--- src/rtl/thermal_guard_pkg.sv ---
package thermal_guard_pkg;
    localparam int TEMP_W   = 10;
    localparam int DATA_W   = 32;
    localparam int ADDR_W   = 2;
    localparam int KEY_W    = 3;
    localparam int HI_LSB   = 16;
    localparam int KEY_LSB  = 4;
    localparam int MH_BIT   = 0;
    localparam int MC_BIT   = 1;
    localparam int EN_BIT   = 2;
    localparam int ST_SHUT  = 8;

    localparam logic [KEY_W-1:0]  OVR_KEY = '1;
    localparam logic [ADDR_W-1:0] A_CTRL  = 2'd0;
    localparam logic [ADDR_W-1:0] A_SHUT  = 2'd1;
    localparam logic [ADDR_W-1:0] A_ALERT = 2'd2;
    localparam logic [ADDR_W-1:0] A_STAT  = 2'd3;

    typedef logic [TEMP_W-1:0] temp_t;

    typedef struct packed {
        logic             mask_hot;
        logic             mask_cold;
        logic             rst_en;
        logic [KEY_W-1:0] key;
        temp_t            sh_hot;
        temp_t            sh_cold;
        temp_t            al_hot;
        temp_t            al_cold;
    } cfg_t;

    typedef struct packed {
        logic raw_hot;
        logic raw_cold;
        logic shut;
    } sense_t;
endpackage

--- src/rtl/tg_regs.sv ---
module tg_regs
    import thermal_guard_pkg::*;
(
    input  logic              clk,
    input  logic              rst_n,
    input  logic              wr_en,
    input  logic [ADDR_W-1:0] wr_addr,
    input  logic [DATA_W-1:0] wr_data,
    output cfg_t              cfg
);
    cfg_t cfg_d, cfg_q;
    logic unused_wbits;

    assign unused_wbits = ^wr_data;

    always_comb begin
        cfg_d = cfg_q;
        if (wr_en) begin
            case (wr_addr)
                A_CTRL: begin
                    cfg_d.mask_hot  = wr_data[MH_BIT];
                    cfg_d.mask_cold = wr_data[MC_BIT];
                    cfg_d.rst_en    = wr_data[EN_BIT];
                    cfg_d.key       = wr_data[KEY_LSB +: KEY_W];
                end
                A_SHUT: begin
                    cfg_d.sh_hot  = wr_data[0 +: TEMP_W];
                    cfg_d.sh_cold = wr_data[HI_LSB +: TEMP_W];
                end
                A_ALERT: begin
                    cfg_d.al_hot  = wr_data[0 +: TEMP_W];
                    cfg_d.al_cold = wr_data[HI_LSB +: TEMP_W];
                end
                default: ;
            endcase
        end
    end

    always_ff @(posedge clk or negedge rst_n) begin
        if (!rst_n) begin
            cfg_q.mask_hot  <= 1'b0;
            cfg_q.mask_cold <= 1'b1;
            cfg_q.rst_en    <= 1'b0;
            cfg_q.key       <= '0;
            cfg_q.sh_hot    <= '1;
            cfg_q.sh_cold   <= '0;
            cfg_q.al_hot    <= '1;
            cfg_q.al_cold   <= '0;
        end else begin
            cfg_q <= cfg_d;
        end
    end

    assign cfg = cfg_q;
endmodule

--- src/rtl/tg_limit_sel.sv ---
module tg_limit_sel
    import thermal_guard_pkg::*;
(
    input  cfg_t  cfg,
    input  temp_t fuse_hot,
    input  temp_t fuse_cold,
    output temp_t hot_sel,
    output temp_t cold_sel
);
    logic use_regs;

    always_comb begin
        use_regs = (cfg.key == OVR_KEY);
        hot_sel  = use_regs ? cfg.sh_hot  : fuse_hot;
        cold_sel = use_regs ? cfg.sh_cold : fuse_cold;
    end
endmodule

--- src/rtl/tg_sense.sv ---
module tg_sense
    import thermal_guard_pkg::*;
(
    input  logic   clk,
    input  logic   rst_n,
    input  temp_t  temp,
    input  temp_t  hot_sel,
    input  temp_t  cold_sel,
    input  temp_t  al_hot,
    input  temp_t  al_cold,
    output sense_t sense
);
    sense_t sense_d, sense_q;

    always_comb begin
        sense_d          = sense_q;
        sense_d.raw_hot  = (temp > al_hot);
        sense_d.raw_cold = (temp < al_cold);
        if (temp > hot_sel) begin
            sense_d.shut = 1'b1;
        end else if (temp < cold_sel) begin
            sense_d.shut = 1'b0;
        end
    end

    always_ff @(posedge clk or negedge rst_n) begin
        if (!rst_n) begin
            sense_q <= '0;
        end else begin
            sense_q <= sense_d;
        end
    end

    assign sense = sense_q;
endmodule

--- src/rtl/thermal_guard.sv ---
module thermal_guard
    import thermal_guard_pkg::*;
(
    input  logic              clk,
    input  logic              rst_n,
    input  logic [9:0]        temp,
    input  logic [9:0]        fuse_hot,
    input  logic [9:0]        fuse_cold,
    input  logic              wr_en,
    input  logic [1:0]        wr_addr,
    input  logic [31:0]       wr_data,
    input  logic [1:0]        rd_addr,
    output logic [31:0]       rd_data,
    output logic              alert_irq,
    output logic              warm_rst_n
);
    cfg_t   cfg;
    sense_t sense;
    temp_t  shut_hot;
    temp_t  shut_cold;
    logic   hot_term;
    logic   cold_term;

    tg_regs u_regs (
        .clk     (clk),
        .rst_n   (rst_n),
        .wr_en   (wr_en),
        .wr_addr (wr_addr),
        .wr_data (wr_data),
        .cfg     (cfg)
    );

    tg_limit_sel u_sel (
        .cfg       (cfg),
        .fuse_hot  (fuse_hot),
        .fuse_cold (fuse_cold),
        .hot_sel   (shut_hot),
        .cold_sel  (shut_cold)
    );

    tg_sense u_sense (
        .clk      (clk),
        .rst_n    (rst_n),
        .temp     (temp),
        .hot_sel  (shut_hot),
        .cold_sel (shut_cold),
        .al_hot   (cfg.al_hot),
        .al_cold  (cfg.al_cold),
        .sense    (sense)
    );

    always_comb begin
        hot_term   = sense.raw_hot  & ~cfg.mask_hot;
        cold_term  = sense.raw_cold & ~cfg.mask_cold;
        alert_irq  = hot_term | cold_term;
        warm_rst_n = ~(sense.shut & cfg.rst_en);
    end

    always_comb begin
        rd_data = '0;
        case (rd_addr)
            A_CTRL: begin
                rd_data[MH_BIT]             = cfg.mask_hot;
                rd_data[MC_BIT]             = cfg.mask_cold;
                rd_data[EN_BIT]             = cfg.rst_en;
                rd_data[KEY_LSB +: KEY_W]   = cfg.key;
            end
            A_SHUT: begin
                rd_data[0 +: TEMP_W]        = cfg.sh_hot;
                rd_data[HI_LSB +: TEMP_W]   = cfg.sh_cold;
            end
            A_ALERT: begin
                rd_data[0 +: TEMP_W]        = cfg.al_hot;
                rd_data[HI_LSB +: TEMP_W]   = cfg.al_cold;
            end
            default: begin
                rd_data[0]       = hot_term;
                rd_data[1]       = cold_term;
                rd_data[4]       = sense.raw_hot;
                rd_data[5]       = sense.raw_cold;
                rd_data[ST_SHUT] = sense.shut;
            end
        endcase
    end
endmodule

--- config.mk ---
export PLATFORM = sky130hd
export DESIGN_NAME = thermal_guard
export DESIGN_NICKNAME = d
export VERILOG_FILES = /design/src/rtl/thermal_guard_pkg.sv /design/src/rtl/tg_regs.sv /design/src/rtl/tg_limit_sel.sv /design/src/rtl/tg_sense.sv /design/src/rtl/thermal_guard.sv
export SDC_FILE = /design/constraint.sdc
export NUM_CORES = 1
export LEC_CHECK = 0
export BUFFER_PORTS_ARGS = -buffer_cell sky130_fd_sc_hd__buf_2
export CAP_MARGIN = 20
export CORE_AREA = 10 10 93 95
export DETAILED_ROUTE_END_ITERATION = 6
export DIE_AREA = 0 0 103 105
export GPL_TIMING_DRIVEN = 0
export MAX_ROUTING_LAYER = met4
export PLACE_DENSITY = 0.78
export SLEW_MARGIN = 30
export SYNTH_ARGS = -nofsm -noshare
export SYNTH_HDL_FRONTEND = slang
export SYNTH_SLANG_ARGS = --single-unit
export TNS_END_PERCENT = 30
--- constraint.sdc ---
create_clock -name clk -period 2.45 [get_ports clk]
set_clock_uncertainty 0.1 [all_clocks]
set_input_delay 0 -clock clk [delete_from_list [all_inputs] [get_ports clk]]
set_output_delay 0 -clock clk [all_outputs]
set_load 0.03 [all_outputs]
==> metrics.md, run 1 <==
| Metric | Value |
|---|---|
| CTS root buffer | `clkbuf_8` |
| Crit Path Max Fanout | `19` |
| IO Pins | `103` |
| Standard-cell rows | `30` |
| Final WL | `9.147 mm` |
| Hold crit path type | `input port to register` |
| Synth Cell Area | `3430 µm²` |
| Layout cell share with drive strength beyond 1 | `41.03%` |
| Met1 wire length | `4.127 mm` |
| CP cell instances | `nand3_1 > buf_6 > mux2i_1 > ha_1 > a21oi_1 > o21ai_0 > o21ai_0 > nand4_1` |
| Routed wl met3 | `597 µm` |
| Num CTS Buffers | `5` |
| Antenna viol nets, final | `0` |
| First-pass GRT wire length | `14.47 mm` |
| Top_reg_cell synth | `dfrtp_1` |
| Max-slew headroom | `57.94%` |
| TritonCTS clock tree | `built` |
| Actual slew at the worst max-slew pin | `630.9 ps` |
| Top cells by area, synth | `dfrtp_1 (20%), dfstp_2 (16%), mux2_2 (15%)` |
| Clock Sinks | `49` |
| Status | `complete, no violations` |
| Cell leakage power | `2.188 nW` |
| Initial antenna violation count | `0` |
| CP bufs+invs | `1` |
| Die area | `10,820 µm²` |
| WL/cell | `17.97 µm` |
| Synth top cells by count | `mux2_2 (47), ha_1 (42), dfrtp_1 (28)` |
| Post-CTS setup buffers | `0` |
| DR WL met2 | `4.314 mm` |
| Largest net degree at the start of global routing | `50` |
| Slowest cell on the critical path | `dfrtp_1` |
| Top cell type's share of synthesized area | `20.43%` |
| Nets | `539` |
| CP required | `2530 ps` |
| Dpl hpwl | `7.203 mm` |
| Critical path arrival | `2300 ps` |
| Setup TNS | `0 ps` |
| CP most frequent cell | `o21ai_0` |
| Post-Synthesis Cells | `311` |
| Final Non-Filler Cells | `509` |
| Setup CP Type | `register to register` |
| Avg Inst Size Synth | `11.03 µm²` |
| Die width | `103 µm` |
| Fmax | `451.0 MHz` |
| Slew Limit Fails | `0` |
| DRT iter0 DRCs | `177` |
| DR pass1 iterations | `4` |
| Synthesis Warnings | `0` |
| Number of synthesized flops with an enable pin | `0` |
| Avg Vias per Cell | `5.405` |
| Starting Density | `50.76%` |
| Period utilization | `90.50%` |
| IO buf count | `78` |
| DP Area | `3964 µm²` |
| Via count | `2,751` |
| Min Hold Slack | `28.33 ps` |
| Slowest stage delay, CP | `430 ps` |
| Vias in the first global route | `2,928` |
| Max-cap viol count | `0` |
| Final non-filler cell area | `4302 µm²` |
| CP top delay family | `flip-flops` |
| DRC violations left | `0` |
| Seq/Total Area, Yosys | `36.52%` |
| Total track usage | `17.02%` |
| Crit end category | `register` |
| Endpoints failing setup | `0` |
| Post-layout minimum cycle time | `2217 ps` |
| Netlist cell types | `39` |
| Reg clk slew, reported paths | `90 ps` |
| Dpl cells | `480` |
| Fill count | `562` |
| CTS H-tree lvls | `2` |
| Clk Latency, worst-skew pair | `300 ps` |
| Yosys reg bits | `49` |
| Async set-reset flop share out of synthesis | `100.0%` |
| Final GP Congestion | `0.8624` |
| # diodes | `0` |
| Unrepaired setup endpoints after global routing | `false` |
| Layout area overhead | `25.43%` |
| Most numerous cell in the Yosys netlist | `mux2_2` |
| Core area | `6756 µm²` |
| VDD IR max | `374.5 µV` |
| Leading area contributor after synthesis | `dfrtp_1` |
| Die Ht | `105 µm` |
| Maximum clock path buffer count | `2` |
| Final Hold Viols | `0` |
| CP Launch Type | `register` |
| Uppermost layer routed | `met4` |
| Pwr per Cell Area | `629.7 nW/µm²` |
| Grt total ovfl | `0` |
## layout make-up
| cell class | count | area [µm²] | area share, % |
|---|---|---|---|
| Multi-Input combinational cell | 225 | 1983 | 46.10 |
| Timing Repair Buffer | 100 | 613.1 | 14.25 |
| Clock inverter | 2 | 36.28 | 0.8435 |
| Clock buffer | 6 | 82.58 | 1.920 |
| Sequential cell | 49 | 1252 | 29.12 |
| Buffer | 23 | 143.9 | 3.345 |
| Tap cell | 80 | 100.1 | 2.327 |
| Inverter | 24 | 90.09 | 2.094 |
## cell families after synthesis
logic type / after synthesis / share of synthesized area [%]
and+or+nand+nor: 46 / 7.807
other: 1 / 0.1093
muxes: 68 / 21.56
adders and majority gates: 42 / 15.32
AOI/OAI and AO/OA: 57 / 11.82
DFF: 49 / 36.52
buffers and inverters: 48 / 6.859
## worst paths after layout
| kind | depth (start not counted) | endpoint | slack [ps] | start |
|---|---|---|---|---|
| setup reg to reg | 8 | u_sense.sense[0] | 230 | u_regs.cfg[40] |
| setup / recovery | 8 | u_sense.sense[0] | 230 | u_regs.cfg[40] |
| hold / removal | 3 | u_sense.sense[2] | 30 | temp[1] |
| max in group asynchronous | 2 | u_sense.sense[0] | 1680 | rst_n |
| hold reg to reg | 1 | u_regs.cfg[3] | 440 | u_regs.cfg[3] |
| min in group asynchronous | 2 | u_regs.cfg[42] | 150 | rst_n |
## per-stage QoR
stage,worst slack (ps),util [%],power [W]
2_1_floorplan,378.9,-,0.001781
3_3_place_gp,-50.52,58.63,0.002038
3_5_place_dp,-108.1,58.67,0.002078
4_1_cts,133.5,63.61,0.002709
5_1_grt,45.60,63.67,0.002873
6_report,232.7,63.67,0.002709
## worst register-to-register path: stages (launching register included)
cell and delay, ps:
dfrtp_1 430, nand3_1 170, buf_6 290, mux2i_1 300, ha_1 300, a21oi_1 160, o21ai_0 90, o21ai_0 150
nand4_1 100
## layout by cell type (no fill, tap or decap), drive strengths merged, types with 2 or more instances in the layout
cell type / Yosys / layout
dfrtp: 28 / 28
and3: 3 / 3
nand2: 8 / 8
mux2: 47 / 47
nand3b: 4 / 4
o21ai: 8 / 8
a222oi: 6 / 6
o211ai: 2 / 2
a22oi: 14 / 14
o21a: 3 / 3
dlygate4sd3: 0 / 22
nand4: 4 / 4
inv: 24 / 25
nor2b: 14 / 14
o22ai: 2 / 2
o31ai: 2 / 2
a21o: 2 / 2
conb: 1 / 12
nor2: 6 / 6
mux2i: 21 / 21
a21oi: 12 / 12
clkbuf: 6 / 12
ha: 42 / 42
nand3: 3 / 3
buf: 18 / 95
dfstp: 21 / 21
## what timing repair did
action                                 in CTS  in global routing
gates resized for setup                     1                  1
hold buffers                               22                  0
endpoints found under the hold margin      75                  0
setup endpoints to repair                   1                  1
## where the power goes
group | leakage (nW) | switching [W] | internal, W
clock | 0.0617 | 0.000279 | 0.000333
combinational | 1.58 | 0.000501 | 0.000443
sequential | 0.551 | 0.000135 | 0.00102
## per-layer routing
metal  vias to the layer above  track usage, %
li1                       1351               -
met1                      1290           21.93
met2                       100           26.92
met3                        10           3.426
met4                         0           3.280
met5                         -               -
## sequential cells by signal, indices dropped and copies added (netlist names)
register       flops
u_sense.sense      3
u_regs.cfg        46
(Power assumes the default switching activity.)
==> inputs of run 2 (changes only) <==
--- a/config.mk
+++ b/config.mk
@@ -5,14 +5,14 @@
 export SDC_FILE = /design/constraint.sdc
 export NUM_CORES = 1
 export LEC_CHECK = 0
+export ABC_AREA = 1
 export BUFFER_PORTS_ARGS = -buffer_cell sky130_fd_sc_hd__buf_2
-export CAP_MARGIN = 20
 export CORE_AREA = 10 10 93 95
 export DETAILED_ROUTE_END_ITERATION = 6
 export DIE_AREA = 0 0 103 105
 export GPL_TIMING_DRIVEN = 0
 export MAX_ROUTING_LAYER = met4
-export PLACE_DENSITY = 0.78
+export PLACE_DENSITY = 0.79
 export SLEW_MARGIN = 30
 export SYNTH_ARGS = -nofsm -noshare
 export SYNTH_HDL_FRONTEND = slang
==> metrics.md, run 2 <==
| Metric | Value |
|---|---|
| Status | `complete, no violations (unchanged)` |
| Fmax | `440.6 MHz (was 451.0 MHz)` |
| CP required | `2550 ps (was 2530 ps)` |
| WL/cell | `15.71 µm (was 17.97 µm)` |
| Top cell type's share of synthesized area | `20.09% (was 20.43%)` |
| DR pass1 iterations | `7 (was 4)` |
| Antenna viol nets, final | `0 (unchanged)` |
| Final WL | `10.08 mm (was 9.147 mm)` |
| # diodes | `0 (unchanged)` |
| Grt total ovfl | `0 (unchanged)` |
| FF-to-FF path depth | `11 (was 8)` |
| Yosys reg bits | `49 (unchanged)` |
| Hold crit path type | `input port to register (unchanged)` |
| Max reg flops | `46 (unchanged)` |
| Die width | `103 µm (unchanged)` |
| TritonCTS clock tree | `built (unchanged)` |
| Nets | `672 (was 539)` |
| Worst R2R Start | `u_regs.cfg[41] (was u_regs.cfg[40])` |
| Synth top cells by count | `nand2_1 (116), inv_1 (62), o21ai_0 (57) (was mux2_2 (47), ha_1 (42), dfrtp_1 (28))` |
| Commonest non-fill, non-tap cell in the layout | `nand2_1 (was buf_2)` |
| Die area | `10,820 µm² (unchanged)` |
| Via count | `3,359 (was 2,751)` |
| Final Hold Viols | `0 (unchanged)` |
| Final GP Congestion | `0.9679 (was 0.8624)` |
| Die Ht | `105 µm (unchanged)` |
| Hold EP | `u_regs.cfg[44] (was u_sense.sense[2])` |
| IO Pins | `103 (unchanged)` |
| Slew Limit Fails | `0 (unchanged)` |
| Clock Sinks | `49 (unchanged)` |
| Critical path arrival | `2370 ps (was 2300 ps)` |
| Post-CTS setup buffers | `0 (unchanged)` |
| Maximum clock path buffer count | `2 (unchanged)` |
| Setup CP Type | `register to register (unchanged)` |
| Initial antenna violation count | `0 (unchanged)` |
| Cell leakage power | `2.404 nW (was 2.188 nW)` |
| Avg Inst Size Synth | `7.854 µm² (was 11.03 µm²)` |
| Standard-cell rows | `30 (unchanged)` |
| Leading area contributor after synthesis | `dfrtp_1 (unchanged)` |
| Clk Latency, worst-skew pair | `310 ps (was 300 ps)` |
| Most numerous cell in the Yosys netlist | `nand2_1 (was mux2_2)` |
| Hold Crit Start | `wr_en (was temp[1])` |
| Endpoints failing setup | `0 (unchanged)` |
| Avg Vias per Cell | `5.232 (was 5.405)` |
| Pwr per Cell Area | `549.3 nW/µm² (was 629.7 nW/µm²)` |
| Worst reg2reg path endpoint | `u_sense.sense[0] (unchanged)` |
| DRC violations left | `0 (unchanged)` |
| VDD IR max | `251.6 µV (was 374.5 µV)` |
| Top cells by area, synth | `dfrtp_1 (20%), dfstp_2 (16%), ha_1 (15%) (was dfrtp_1 (20%), dfstp_2 (16%), mux2_2 (15%))` |
| Fill count | `603 (was 562)` |
| Layout area overhead | `23.82% (was 25.43%)` |
| Total track usage | `19.38% (was 17.02%)` |
| Vias in the first global route | `3,515 (was 2,928)` |
| CP Launch Type | `register (unchanged)` |
| Number of synthesized flops with an enable pin | `0 (unchanged)` |
| Actual slew at the worst max-slew pin | `611.8 ps (was 630.9 ps)` |
| Setup TNS | `0 ps (unchanged)` |
| Post-Synthesis Cells | `444 (was 311)` |
| Max-slew headroom | `59.21% (was 57.94%)` |
| Netlist cell types | `27 (was 39)` |
| Largest net degree at the start of global routing | `50 (unchanged)` |
| IO buf count | `78 (unchanged)` |
| Unrepaired setup endpoints after global routing | `false (unchanged)` |
| Synthesis Warnings | `0 (unchanged)` |
| Async set-reset flop share out of synthesis | `100.0% (unchanged)` |
| R2R setup slack | `180 ps (was 230 ps)` |
| Layout cell share with drive strength beyond 1 | `23.31% (was 41.03%)` |
| Core area | `6756 µm² (unchanged)` |
| Crit Path Max Fanout | `10 (was 19)` |
| CTS H-tree lvls | `2 (unchanged)` |
| Num CTS Buffers | `5 (unchanged)` |
| Dpl hpwl | `7.975 mm (was 7.203 mm)` |
| Post-layout minimum cycle time | `2270 ps (was 2217 ps)` |
| Top_reg_cell synth | `dfrtp_1 (unchanged)` |
| Crit end category | `register (unchanged)` |
| Seq/Total Area, Yosys | `35.92% (was 36.52%)` |
| Starting Density | `51.61% (was 50.76%)` |
| First-pass GRT wire length | `16.54 mm (was 14.47 mm)` |
| WHS Path Cells | `4 (was 3)` |
| Period utilization | `92.64% (was 90.50%)` |
| CTS root buffer | `clkbuf_8 (unchanged)` |
| Max-cap viol count | `0 (unchanged)` |
| Most frequent cells in the layout | `nand2_1 (116), buf_2 (84), inv_1 (62) (was buf_2 (81), mux2_2 (47), ha_1 (42))` |
| DRT iter0 DRCs | `251 (was 177)` |
| Reg clk slew, reported paths | `100 ps (was 90 ps)` |
| Synth Cell Area | `3487 µm² (was 3430 µm²)` |
| Core Util, Final | `63.91% (was 63.67%)` |
## run 2: power by group
group	internal [W]	leakage, nW	switching [W]
Sequential	0.000984	0.567	0.000109
Clock	0.000198	0.0439	0.000284
Combinational	0.000311	1.79	0.000486
Total	0.00149	2.40	0.000880
## run 2: worst max path at each step
| stage | from | end | slack (ps) |
|---|---|---|---|
| 2_1_floorplan | u_regs.cfg[40] | u_sense.sense[0] | 580 |
| 3_3_place_gp | u_regs.cfg[40] | u_sense.sense[0] | 270 |
| 3_5_place_dp | u_regs.cfg[40] | u_sense.sense[0] | 230 |
| 4_1_cts | u_regs.cfg[40] | u_sense.sense[0] | 200 |
| 5_1_grt | u_regs.cfg[40] | u_sense.sense[0] | 20 |
| 6_report | u_regs.cfg[41] | u_sense.sense[0] | 180 |
## run 2: through the flow
step	total power, W	cells	setup WS, ps	area [µm²]	hold WS [ps]
5_1_grt	0.002537	642	23.45	4318	82.69
6_report	0.002372	642	180.4	4318	52.55
3_5_place_dp	0.001875	613	232.6	4021	-39.62
2_1_floorplan	0.001609	455	575.7	3528	-395.6
4_1_cts	0.002377	642	202.1	4318	46.77
3_3_place_gp	0.001838	613	266.5	4019	149.0
## run 2: worst max-delay path, stage by stage (launching register included)
cell and delay (ps):
dfrtp_1 440, nand3_2 100, buf_6 190, buf_12 170, mux2i_1 190, ha_1 260
a21oi_1 180, o21ai_0 130, a21oi_1 170, nand2_1 100, nand2_1 70, nand2_1 40
## run 2: cell families after synthesis
kind of cell | Yosys count | synth area share [%]
compound gates | 100 | 15.11
fa+ha+maj | 42 | 15.07
flops | 49 | 35.92
simple gates | 143 | 16.36
buf+inv | 90 | 11.95
other cells | 1 | 0.1075
mux | 19 | 5.490
## run 2: final cells by class
type / instances / area, µm² / share of cell area, %
Timing Repair Buffer: 99 / 603.1 / 13.97
Multi-Input combinational cell: 316 / 1859 / 43.06
Clock buffer: 5 / 68.82 / 1.594
Inverter: 62 / 232.7 / 5.390
Sequential cell: 49 / 1252 / 29.01
Buffer: 28 / 183.9 / 4.260
Tap cell: 80 / 100.1 / 2.318
Clock inverter: 3 / 17.52 / 0.4057
## run 2: what timing repair did
action	CTS	global route
hold buffers	21	0
endpoints found under the hold margin	83	0
endpoints found under the setup margin	0	0
gates resized for setup	0	0
## run 2: metal layers
metal / global-route usage, % / vias to the layer above / routed length, µm
met5: - / - / 0
met4: 7.157 / 0 / 222
met3: 2.635 / 23 / 550
met2: 31.11 / 119 / 4963
met1: 23.98 / 1555 / 4346
li1: - / 1662 / -
